`src/rtl/lac_pkg.sv`:
```
package lac_pkg;
  // Bit order of the alarm fields inside the control byte; the far end decodes it.
  typedef struct packed {
    logic lof;  // bit 4
    logic los;  // bit 3
    logic sdi;  // bit 2
    logic rai;  // bit 1
    logic rst;  // bit 0
  } alarm_t;

  localparam int ALARM_W = $bits(alarm_t);

  function automatic alarm_t alarm_from_byte(input logic [ALARM_W-1:0] low_bits);
    return alarm_t'(low_bits);
  endfunction
endpackage

```
`src/rtl/lac_tx_builder.sv`:
```
module lac_tx_builder
  import lac_pkg::*;
#(
  parameter int CTRL_W = 8
) (
  input  logic              clk,
  input  logic              rst,
  input  logic              role_master,
  input  logic              rst_req_pin,
  input  logic              rst_ack_pin,
  input  logic              sdi_pin,
  input  logic              cfg_rst,
  input  logic              cfg_sdi,
  input  logic              los_in,
  input  logic              lof_in,
  output logic [CTRL_W-1:0] tx_byte,
  output logic              local_los,
  output logic              local_lof,
  output logic              local_rai
);
  localparam int PAD_W = CTRL_W - ALARM_W;

  alarm_t nxt;

  always_comb begin
    nxt     = '0;
    // Pin and register sources are ORed; in the slave role the ack pin joins in.
    nxt.rst = rst_req_pin | cfg_rst | (~role_master & rst_ack_pin);
    nxt.sdi = sdi_pin | cfg_sdi;
    nxt.los = los_in;
    nxt.lof = lof_in;
    nxt.rai = los_in | lof_in;
  end

  always_ff @(posedge clk) begin
    if (rst) begin
      tx_byte   <= '0;
      local_los <= 1'b0;
      local_lof <= 1'b0;
      local_rai <= 1'b0;
    end else begin
      tx_byte   <= {{PAD_W{1'b0}}, nxt};
      local_los <= los_in;
      local_lof <= lof_in;
      local_rai <= los_in | lof_in;
    end
  end


  sdi_follow_chk: assert property (@(posedge clk) disable iff (rst)
    1'b1 |=> tx_byte[2] == $past(sdi_pin | cfg_sdi));

  tx_rai_chk: assert property (@(posedge clk) disable iff (rst)
    tx_byte[1] == (tx_byte[3] | tx_byte[4]));

  local_rai_chk: assert property (@(posedge clk) disable iff (rst)
    local_rai == (local_los | local_lof));

  tx_master_rst_chk: assert property (@(posedge clk) disable iff (rst)
    (role_master && !rst_req_pin && !cfg_rst) |=> !tx_byte[0]);
endmodule

```
`src/rtl/lac_rx_parser.sv`:
```
module lac_rx_parser
  import lac_pkg::*;
#(
  parameter int CTRL_W = 8
) (
  input  logic              clk,
  input  logic              rst,
  input  logic              role_master,
  input  logic [CTRL_W-1:0] rx_byte,
  input  logic              rx_vld,
  input  logic              rx_sync,
  output logic              rst_ack_out,
  output logic              rst_req_out,
  output logic              sdi_out,
  output logic              rem_los,
  output logic              rem_lof,
  output logic              rem_rai
);
  alarm_t held, nxt;

  always_comb begin
    if (!rx_sync)    nxt = '0;
    else if (rx_vld) nxt = alarm_from_byte(rx_byte[ALARM_W-1:0]);
    else             nxt = held;
  end

  always_ff @(posedge clk) begin
    if (rst) begin
      held        <= '0;
      rst_ack_out <= 1'b0;
      rst_req_out <= 1'b0;
    end else begin
      held        <= nxt;
      rst_ack_out <= nxt.rst;
      rst_req_out <= nxt.rst & ~role_master;
    end
  end

  assign sdi_out = held.sdi;
  assign rem_los = held.los;
  assign rem_lof = held.lof;
  assign rem_rai = held.rai;


  rx_clear_chk: assert property (@(posedge clk) disable iff (rst)
    !rx_sync |=> !(sdi_out | rem_los | rem_lof | rem_rai | rst_ack_out | rst_req_out));

  rx_hold_chk: assert property (@(posedge clk) disable iff (rst)
    (rx_sync && !rx_vld) |=> $stable({sdi_out, rem_los, rem_lof, rem_rai}));

  req_gate_chk: assert property (@(posedge clk) disable iff (rst)
    rst_req_out |-> rst_ack_out);
endmodule

```
`src/rtl/lac_hf_counter.sv`:
```
module lac_hf_counter #(
  parameter int HF_CNT = 150,
  parameter int CNT_W  = 8
) (
  input  logic             clk,
  input  logic             rst,
  input  logic             clr,
  input  logic             adv,
  output logic [CNT_W-1:0] hf_num
);
  localparam logic [CNT_W-1:0] LAST = CNT_W'(HF_CNT - 1);

  always_ff @(posedge clk) begin
    if (rst || clr)   hf_num <= '0;
    else if (adv)     hf_num <= (hf_num == LAST) ? '0 : hf_num + 1'b1;
  end


  hf_range_chk: assert property (@(posedge clk) disable iff (rst)
    hf_num <= LAST);

  hf_wrap_chk: assert property (@(posedge clk) disable iff (rst)
    (adv && !clr && hf_num == LAST) |=> hf_num == '0);
endmodule

```
`src/rtl/link_alarm_ctrl.sv`:
```
module link_alarm_ctrl
  import lac_pkg::*;
#(
  parameter int CTRL_W = 8,
  parameter int HF_CNT = 150,
  parameter int HF_W   = 8
) (
  input  logic              clk,
  input  logic              rst,
  input  logic              role_master,
  input  logic              rst_req_pin,
  input  logic              rst_ack_pin,
  input  logic              sdi_pin,
  input  logic              cfg_rst,
  input  logic              cfg_sdi,
  input  logic              los_in,
  input  logic              lof_in,
  input  logic [CTRL_W-1:0] rx_byte,
  input  logic              rx_vld,
  input  logic              rx_sync,
  output logic [CTRL_W-1:0] tx_byte,
  output logic              local_los,
  output logic              local_lof,
  output logic              local_rai,
  output logic              rst_ack_out,
  output logic              rst_req_out,
  output logic              sdi_out,
  output logic              rem_los,
  output logic              rem_lof,
  output logic              rem_rai,
  output logic [HF_W-1:0]   hf_num
);
  logic accept;
  assign accept = rx_vld & rx_sync;

  lac_tx_builder #(.CTRL_W(CTRL_W)) u_tx (
    .clk(clk), .rst(rst), .role_master(role_master),
    .rst_req_pin(rst_req_pin), .rst_ack_pin(rst_ack_pin), .sdi_pin(sdi_pin),
    .cfg_rst(cfg_rst), .cfg_sdi(cfg_sdi), .los_in(los_in), .lof_in(lof_in),
    .tx_byte(tx_byte), .local_los(local_los), .local_lof(local_lof),
    .local_rai(local_rai)
  );

  lac_rx_parser #(.CTRL_W(CTRL_W)) u_rx (
    .clk(clk), .rst(rst), .role_master(role_master),
    .rx_byte(rx_byte), .rx_vld(rx_vld), .rx_sync(rx_sync),
    .rst_ack_out(rst_ack_out), .rst_req_out(rst_req_out), .sdi_out(sdi_out),
    .rem_los(rem_los), .rem_lof(rem_lof), .rem_rai(rem_rai)
  );

  lac_hf_counter #(.HF_CNT(HF_CNT), .CNT_W(HF_W)) u_hf (
    .clk(clk), .rst(rst), .clr(~rx_sync), .adv(accept), .hf_num(hf_num)
  );


  reset_clear_chk: assert property (@(posedge clk)
    rst |=> (tx_byte == '0 && hf_num == '0 && !local_rai && !rst_ack_out && !rem_rai));

  hf_idle_chk: assert property (@(posedge clk) disable iff (rst)
    (rx_sync && !rx_vld) |=> $stable(hf_num));
endmodule

```
`config.mk`:
```
export PLATFORM = sky130hd
export DESIGN_NAME = link_alarm_ctrl
export DESIGN_NICKNAME = d
export VERILOG_FILES = /design/src/rtl/lac_pkg.sv /design/src/rtl/lac_tx_builder.sv /design/src/rtl/lac_rx_parser.sv /design/src/rtl/lac_hf_counter.sv /design/src/rtl/link_alarm_ctrl.sv
export SDC_FILE = /design/constraint.sdc
export NUM_CORES = 1
export LEC_CHECK = 0
export BUFFER_PORTS_ARGS = -buffer_cell sky130_fd_sc_hd__buf_2
export CAP_MARGIN = 20
export CORE_ASPECT_RATIO = 0.75
export CORE_MARGIN = 2
export CORE_UTILIZATION = 45
export CTS_CLUSTER_SIZE = 40
export DETAILED_ROUTE_END_ITERATION = 12
export HOLD_SLACK_MARGIN = 0.03
export PLACE_DENSITY = 0.85
export SLEW_MARGIN = 20
export SYNTH_ARGS = -nofsm -noshare
export SYNTH_HDL_FRONTEND = slang
export SYNTH_SLANG_ARGS = --single-unit
```
`constraint.sdc`:
```
create_clock -name clk -period 3.6 [get_ports clk]
set_input_delay 0.54 -clock clk [delete_from_list [all_inputs] [get_ports clk]]
set_output_delay 0.54 -clock clk [all_outputs]
set_load 0.03 [all_outputs]
```
==> results_dict.tcl, run 1 <==
set metrics [dict create \
    outcome "finished clean" \
    gp_congestion 0.690 \
    end_kind "flop" \
    cts_buffers 3 \
    ys_types 26 \
    post_cts_resized 0 \
    fill_cells 160 \
    hold_class "primary input to flop" \
    wirelength_um 1560 \
    drc 0 \
    syn_area_um2 801 \
    fp.dieW_um 52.7 \
    slew_headroom_pct 35.3 \
    antenna_found_initial 0 \
    holdPathStages 2 \
    synth_top_cells_by_count "dfxtp_1 (19), nor2_1 (11), buf_4 (7)" \
    fin_skew_ps 4.16 \
    cts_tree "done" \
    htreeDepth 1 \
    synth_cells 86 \
    first_iter_violations 15 \
    die_h_um 40.5 \
    finalCriticalPeriod_ps 1850 \
    io_buffers 38 \
    clock.fmax_mhz 541 \
    nets 146 \
    core_area_um2 1710 \
    clk_pin_slew_worst_paths_ps 100 \
    clock_tree.root_cell "clkbuf_4" \
    ios 45 \
    post_cts_buffers 0 \
    ant_nets 0 \
    die_area_um2 2140 \
    routed_via_density 4.80 \
    ys_ff_latch 19 \
    first_pass_iters 4 \
    critPathArrivalTime_ps 2000 \
    drive_above_1_share_pct 35.0 \
    required_ps 3750 \
    finalSetupViolations 0 \
    multi_input_area_um2 360 \
    yosysMostFrequentCell "dfxtp_1" \
    netlist.area_leader.share_pct 47.5 \
    synth.avg_cell_area_um2 9.31 \
    p_per_area_nw_per_um2 381 \
    peakVddDrop_mv 0.340 \
    rsz0062_at_grt "no" \
    max_cap_viol_count 0 \
    synth_area_leaders "dfxtp_1 (48%), buf_4 (6.6%), mux2i_1 (6.3%), nor2_1 (5.2%), a21oi_1 (3.8%)" \
    worst_pin_slew_ps 955 \
    postSynth.topFlopCell "dfxtp_1" \
    cp_max_fo 7 \
    rows 13 \
    antenna_cells 0 \
    wl_per_cell_um 10.8 \
    synthToLayoutAreaGrowth_pct 24.8 \
    fin_tns_setup_ps 0 \
    first_global_vias 581 \
    cts-hold-fix-buffers 0 \
    yosysSeqAreaShare_pct 47.5 \
    ys_warn_count 0 \
    synth_edf_count 0 \
    vias 696 \
    initial_core_util_pct 46.9 \
    grt_pass1_wl_um 2470 \
    worstSkewPairLatency_ps 290 \
    max_stage_delay_ps 840 \
    synth_top_area_cell "dfxtp_1" \
    power_leakage_uw 0.000470 \
    overflow 0 \
    track_usage_pct 16.4 \
    cp-start-kind "flop" \
    fin_util_pct 58.5 \
    path_cells "ha_1, nand4bb_1, o311ai_1, nor2_1" \
    crit_type "flop to flop" \
    ctsLongestPathBuffers 2 \
    finalCritPeriodShare_pct 51.3 \
    cts_sinks 19 \
    final_hold_viol_count 0 \
    synthArstFlopShare_pct 0 \
    ff_latch_area_um2 380 \
    drv_slew 0 \
    reg2regPathDepth 4 \
    grt_max_degree 13 \
    slowest_stage "o311ai_1" \
]
stage by stage:
stage	area (um^2)	power, uW	setup slack (ps)	hold WS [ps]	cells
5_1_grt	1000	405	1680	391	145
3_5_place_dp	973	282	1700	487	141
6_report	1000	381	1750	406	145
4_1_cts	1000	386	1810	398	145
2_1_floorplan	808	267	1900	609	88
3_3_place_gp	973	281	1710	471	141
final timing paths:
path,end,start,slack (ps)
hold reg to reg,u_hf.hf_num[7],u_hf.hf_num[7],500
hold / removal,u_rx.rst_req_out,role_master,410
setup reg to reg,u_hf.hf_num[0],u_hf.hf_num[0],1750
setup / recovery,u_hf.hf_num[0],u_hf.hf_num[0],1750
cells by family after synthesis:
logic type | Yosys count | share of synthesized area, %
buffers and inverters | 11 | 8.44
adders and majority gates | 2 | 3.12
xor gates and xnor gates | 2 | 2.19
other | 1 | 0.468
DFF | 19 | 47.5
and+or+nand+nor | 32 | 21.4
AOI/OAI and AO/OA | 14 | 10.6
muxes | 5 | 6.25
state kept, by name, summed over array words and instances (netlist names):
name and cells:
u_rx.rem_lof 1, u_rx.rem_los 1, u_rx.sdi_out 1, u_tx.tx_byte 4, u_rx.rst_req_out 1, u_rx.rst_ack_out 1, u_tx.local_lof 1, u_rx.rem_rai 1
u_hf.hf_num 8
metal layers:
metal / global-route usage, % / routed length (um) / vias up
li1: - / - / 365
met1: 19.6 / 712 / 304
met2: 26.9 / 704 / 25
met3: 8.21 / 130 / 2
met4: 3.85 / 13 / 0
met5: 0 / 0 / -
critical path: cells and delay by family, from the launching register on:
family                   cells  cell delay, ps
AND/OR/NAND/NOR              2             240
AO/OA/AOI/OAI                1             840
flip-flops                   1             440
adder cells (fa/ha/maj)      1             180
area by class of cell:
cell class | instances | share of cell area [%]
flip-flops and latches | 19 | 38.0
multi-input cells | 58 | 36.0
repair buffers | 38 | 19.0
well taps | 22 | 2.75
clock buffers | 4 | 2.63
inverters | 4 | 1.50
power by group:
group | leakage, uW | switching, uW | internal [uW]
clock | 0.0000150 | 60.8 | 43.1
sequential | 0.000155 | 3.24 | 217
combinational | 0.000299 | 38.0 | 19.2
total | 0.000470 | 102 | 279
layout by cell type, fill, tap and decap left out:
cell type / count
ha_1: 2
xor2_1: 2
dfxtp_1: 19
clkbuf_4: 3
buf_2: 38
nand2b_1: 1
nor2_1: 11
clkbuf_1: 1
a311oi_1: 1
mux2i_1: 5
o21bai_1: 1
or3_1: 3
or2_2: 1
nand3b_1: 1
o31ai_1: 2
inv_1: 4
or4_1: 2
nand2_1: 4
nand4_1: 2
nor2b_1: 2
nand3_2: 1
nand3_1: 2
a21oi_1: 6
nor3_1: 1
nand4bb_1: 1
o21ai_0: 3
conb_1: 3
o311ai_1: 1
Power figures use the tool's default switching activity.
==> inputs of run 2 (changes only) <==
- CORE_UTILIZATION: 45 -> 38
- PLACE_DENSITY: 0.85 -> 0.77
- clock period: 3.6 -> 1.7 ns (I/O delays scaled with it)
==> run 2 against run 1 <==
Non-clock buffer count is 1 higher. First-iteration DRC count down 27%. Clock-buffer cell count shrank 1. Flip-flop and latch count unchanged. Largest cell class unchanged. Largest power group unchanged. Highest routed layer is now met3.
==> results_dict.tcl, run 2 (synthesis results as in run 1) <==
set metrics [dict create \
    cts_buffers 3 \
    peakVddDrop_mv 0.524 \
    drv_slew 0 \
    final_area_um2 1020 \
    max_stage_delay_ps 530 \
    clk_pin_slew_worst_paths_ps 110 \
    power_frac_seq_pct 57.2 \
    cts-hold-fix-buffers 0 \
    routed_via_density 4.97 \
    fin_tns_setup_ps 0 \
    rows 14 \
    die_area_um2 2490 \
    p_comb_share_pct 15.2 \
    antenna_cells 0 \
    max_cap_viol_count 0 \
    drive_above_1_share_pct 37.1 \
    first_global_vias 629 \
    finalCritPeriodShare_pct 85.5 \
    die_h_um 43.8 \
    post_dp_cell_area_um2 991 \
    worstSkewPairLatency_ps 290 \
    final_common_cell "buf_2" \
    power_leakage_uw 0.000478 \
    first_iter_violations 11 \
    drc 0 \
    overflow 0 \
    worst_pin_slew_ps 532 \
    cts_sinks 19 \
    nets 147 \
    hold_class "primary input to flop" \
    slew_headroom_pct 64.5 \
    critPathArrivalTime_ps 1630 \
    finalSetupViolations 0 \
    first_pass_iters 4 \
    initial_core_util_pct 40.1 \
    slowest_stage "o311ai_2" \
    grt_max_degree 13 \
    required_ps 1870 \
    crit_type "flop to flop" \
    switching_share_pct 27.7 \
    fp.dieW_um 57.0 \
    cts_tree "done" \
    end_kind "flop" \
    cp_max_fo 7 \
    ios 45 \
    io_buffers 38 \
    largest_reg_flops 8 \
    p_sw_uw 225 \
    ctsLongestPathBuffers 2 \
    track_usage_pct 13.9 \
    clkPwrFrac_pct 27.6 \
    reg.largest.list "u_hf.hf_num x8, u_tx.tx_byte x4" \
    clock_tree.root_cell "clkbuf_4" \
    p_per_area_nw_per_um2 799 \
    cp-start-kind "flop" \
    outcome "finished clean" \
    synthToLayoutAreaGrowth_pct 27.2 \
    ant_nets 0 \
    finalCriticalPeriod_ps 1450 \
    rsz0062_at_grt "no" \
    final_hold_viol_count 0 \
    post_cts_buffers 0 \
    fin_skew_ps 4.82 \
    final_cell_mix "buf_2 (38), dfxtp_1 (19), nor2_1 (11)" \
    clock.fmax_mhz 688 \
    p_int_uw 589 \
    wl_per_cell_um 11.0 \
    path_cells "inv_1, ha_1, nand4bb_1, o311ai_2, nor2_1" \
    hpwl_um 1240 \
    htreeDepth 1 \
    post_cts_resized 0 \
    antenna_found_initial 0 \
    gp_congestion 0.801 \
    vias 735 \
    wirelength_um 1630 \
    grt_pass1_wl_um 2760 \
    core_area_um2 2000 \
    largest-register "u_hf.hf_num" \
]
run 2: cell types whose count changed in the layout (fill, tap and decap cells not counted):
cell	delta
o311ai_2	+1
clkbuf_1	-1
buf_4	+1
clkinv_2	+1
o311ai_1	-1
run 2: area by class of cell:
type / count / area (um^2)
inverters: 4 / 15.0
flip-flops and latches: 19 / 380
fillers: 198 / 978
multi-input cells: 58 / 368
well taps: 24 / 30.0
clock inverters: 1 / 5.00
repair buffers: 39 / 198
clock buffers: 3 / 22.5
run 2: metal layers:
layer,track usage [%],vias up,routed length [um]
met4,0,0,0
met1,18.6,337,692
met2,23.0,32,775
met5,0,-,0
met3,5.67,0,166
li1,-,366,-
run 2: path summary, 6_finish.rpt:
| path | slack, ps | end | depth (start not counted) | start |
|---|---|---|---|---|
| worst max-delay path | 250 | u_hf.hf_num[0] | 5 | u_hf.hf_num[1] |
| worst min-delay path | 130 | u_rx.rst_req_out | 2 | role_master |
| worst max register to register | 250 | u_hf.hf_num[0] | 5 | u_hf.hf_num[1] |
| worst min register to register | 510 | u_rx.rem_rai | 2 | u_rx.rem_rai |
run 2: stage by stage:
step                      setup WS (ps)  hold slack (ps)  power, uW  utilization (%)  instances
after global routing               87.3              119        852             51.0        148
final                               246              127        814             51.0        148
after global placement              270              435        598             49.6        144
after detailed placement            236              440        600             49.6        144
after floorplan                     153              324        566                -         88
after CTS                           224              117        825             51.0        148
run 2: power groups by stage:
| stage | combinational [uW] | clock, uW | sequential, uW |
|---|---|---|---|
| 2_1_floorplan | 62.0 | 0 | 504 |
| 3_3_place_gp | 123 | 0 | 474 |
| 3_5_place_dp | 125 | 0 | 475 |
| 4_1_cts | 125 | 234 | 465 |
| 5_1_grt | 136 | 250 | 467 |
| 6_report | 124 | 225 | 465 |
run 2: worst max-delay path, delay by kind of cell, from the launching register on:
kind                       cells  cell delay, ps
adders and majority gates      1             130
buffers and inverters          1              70
and+or+nand+nor                2             240
AOI/OAI and AO/OA              1             530
DFF                            1             360
==> inputs of run 3 (changes only) <==
- CORE_ASPECT_RATIO: 0.75 -> not set
==> run 3 against run 2 <==
Non-clock buffer count decreased by 1. Maximum frequency decreased by 0.49%. Critical path depth decreased by 1. Sequential share of layout area decreased by 0.23 points. Routed wire length decreased by 4.0%. Clock skew decreased by 4.3 ps. Die area decreased by 0.15%. Utilization increased by 0.70 points. First-iteration DRC count decreased by 36%. Worst setup slack got worse by 7.1 ps.
==> results_dict.tcl, run 3 (synthesis results as in run 1) <==
set metrics [dict create \
    crit_type "flop to flop" \
    total_power_uw 815 \
    overflow 0 \
    cts_sinks 19 \
    wirelength_um 1570 \
    nets 146 \
    rsz0062_at_grt "no" \
    core_area_um2 1980 \
    htreeDepth 1 \
    worstSkewPairLatency_ps 280 \
    fin_skew_ps 0.552 \
    required_ps 1870 \
    grt_pass1_wl_um 2700 \
    routed_via_density 4.85 \
    finalCritPeriodShare_pct 85.9 \
    max_cap_viol_count 0 \
    r2r_slack_ps 240 \
    first_iter_violations 7 \
    critPathArrivalTime_ps 1630 \
    finalSetupViolations 0 \
    clock_tree.root_cell "clkbuf_4" \
    die_h_um 49.9 \
    cts_tree "done" \
    hpwl_um 1190 \
    cp_max_fo 7 \
    first_global_vias 659 \
    antenna_found_initial 0 \
    final_hold_viol_count 0 \
    p_per_area_nw_per_um2 795 \
    post_dp_cell_area_um2 987 \
    end_kind "flop" \
    clock.fmax_mhz 685 \
    io_buffers 38 \
    final_area_um2 1020 \
    drv_slew 0 \
    vias 728 \
    finalCriticalPeriod_ps 1460 \
    reg2reg_from "u_hf.hf_num[0]" \
    final_cell_mix "buf_2 (38), dfxtp_1 (19), nor2_1 (11)" \
    ctsLongestPathBuffers 2 \
    ios 45 \
    first_pass_iters 4 \
    wl_per_cell_um 10.5 \
    die_area_um2 2490 \
    reg2regPathDepth 4 \
    hold_class "primary input to flop" \
    largest_reg_flops 8 \
    fp.dieW_um 49.9 \
    initial_core_util_pct 40.4 \
    drc 0 \
    hold_path_end "u_rx.rst_req_out" \
    reg.largest.list "u_hf.hf_num x8, u_tx.tx_byte x4" \
    fin_tns_setup_ps 0 \
    antenna_cells 0 \
    outcome "finished clean" \
    place_ws_ps 158 \
    worst_slack_ps 239 \
    clk_pin_slew_worst_paths_ps 110 \
    cts_buffers 3 \
    largest-register "u_hf.hf_num" \
    track_usage_pct 14.0 \
    peakVddDrop_mv 0.710 \
    gp_congestion 0.772 \
    grt_max_degree 13 \
    power_leakage_uw 0.000479 \
    ant_nets 0 \
    fin_util_pct 51.7 \
    holdPathStages 2 \
    worstReg2RegEnd "u_hf.hf_num[2]" \
    drive_above_1_share_pct 36.6 \
    min_from "role_master" \
    cp-start-kind "flop" \
    rows 16 \
    post_cts_buffers 0 \
    synthToLayoutAreaGrowth_pct 28.0 \
    final_common_cell "buf_2" \
]
## run 3: cell count changes in the layout (fill, tap and decap cells not counted)
cell	previous run	this run
buf_4	1	0
o311ai_2	1	0
o311ai_4	0	1
## run 3: layout make-up
cell class / instances / area, um^2
fillers: 195 / 957
repair buffers: 38 / 190
clock buffers: 3 / 22.5
inverters: 4 / 15.0
clock inverters: 1 / 5.00
flip-flops and latches: 19 / 380
well taps: 27 / 33.8
multi-input cells: 58 / 378
## run 3: worst max-delay path by stage
stage,start,endpoint,depth (start not counted)
global route,u_hf.hf_num[0],u_hf.hf_num[2],4
finish,u_hf.hf_num[0],u_hf.hf_num[2],4
floorplan,u_hf.hf_num[0],u_hf.hf_num[0],4
CTS,u_hf.hf_num[0],u_hf.hf_num[2],4
global placement,u_hf.hf_num[0],u_hf.hf_num[2],4
detailed placement,u_hf.hf_num[0],u_hf.hf_num[2],4
## run 3: layer usage
layer / routed length (um) / share of wire [%] / track usage [%]
met1: 690 / 44 / 16.5
met2: 723 / 46 / 23.8
met3: 127 / 8.1 / 3.03
met4: 27 / 1.7 / 6.48
met5: 0 / 0 / 0
## run 3: power by group
part | leakage (uW) | switching [uW] | internal (uW)
Combinational | 0.000306 | 82.5 | 42.3
Clock | 0.0000177 | 136 | 87.2
Sequential | 0.000155 | 7.01 | 459
## run 3: critical path, cell delays in order (launching register included)
cell	delay [ps]
dfxtp_1	450
ha_1	190
nand4bb_1	170
o311ai_4	440
nor2_1	100
## run 3: per-stage QoR
| step | cells | hold slack (ps) |
|---|---|---|
| 5_1_grt | 150 | 105 |
| 3_3_place_gp | 146 | 435 |
| 6_report | 150 | 130 |
| 2_1_floorplan | 88 | 324 |
| 4_1_cts | 150 | 122 |
| 3_5_place_dp | 146 | 440 |
## run 3: repair_timing
item	in CTS	in global routing
hold endpoints to repair	0	0
endpoints found under the setup margin	0	1
hold buffers	0	0
gates resized for setup	0	1
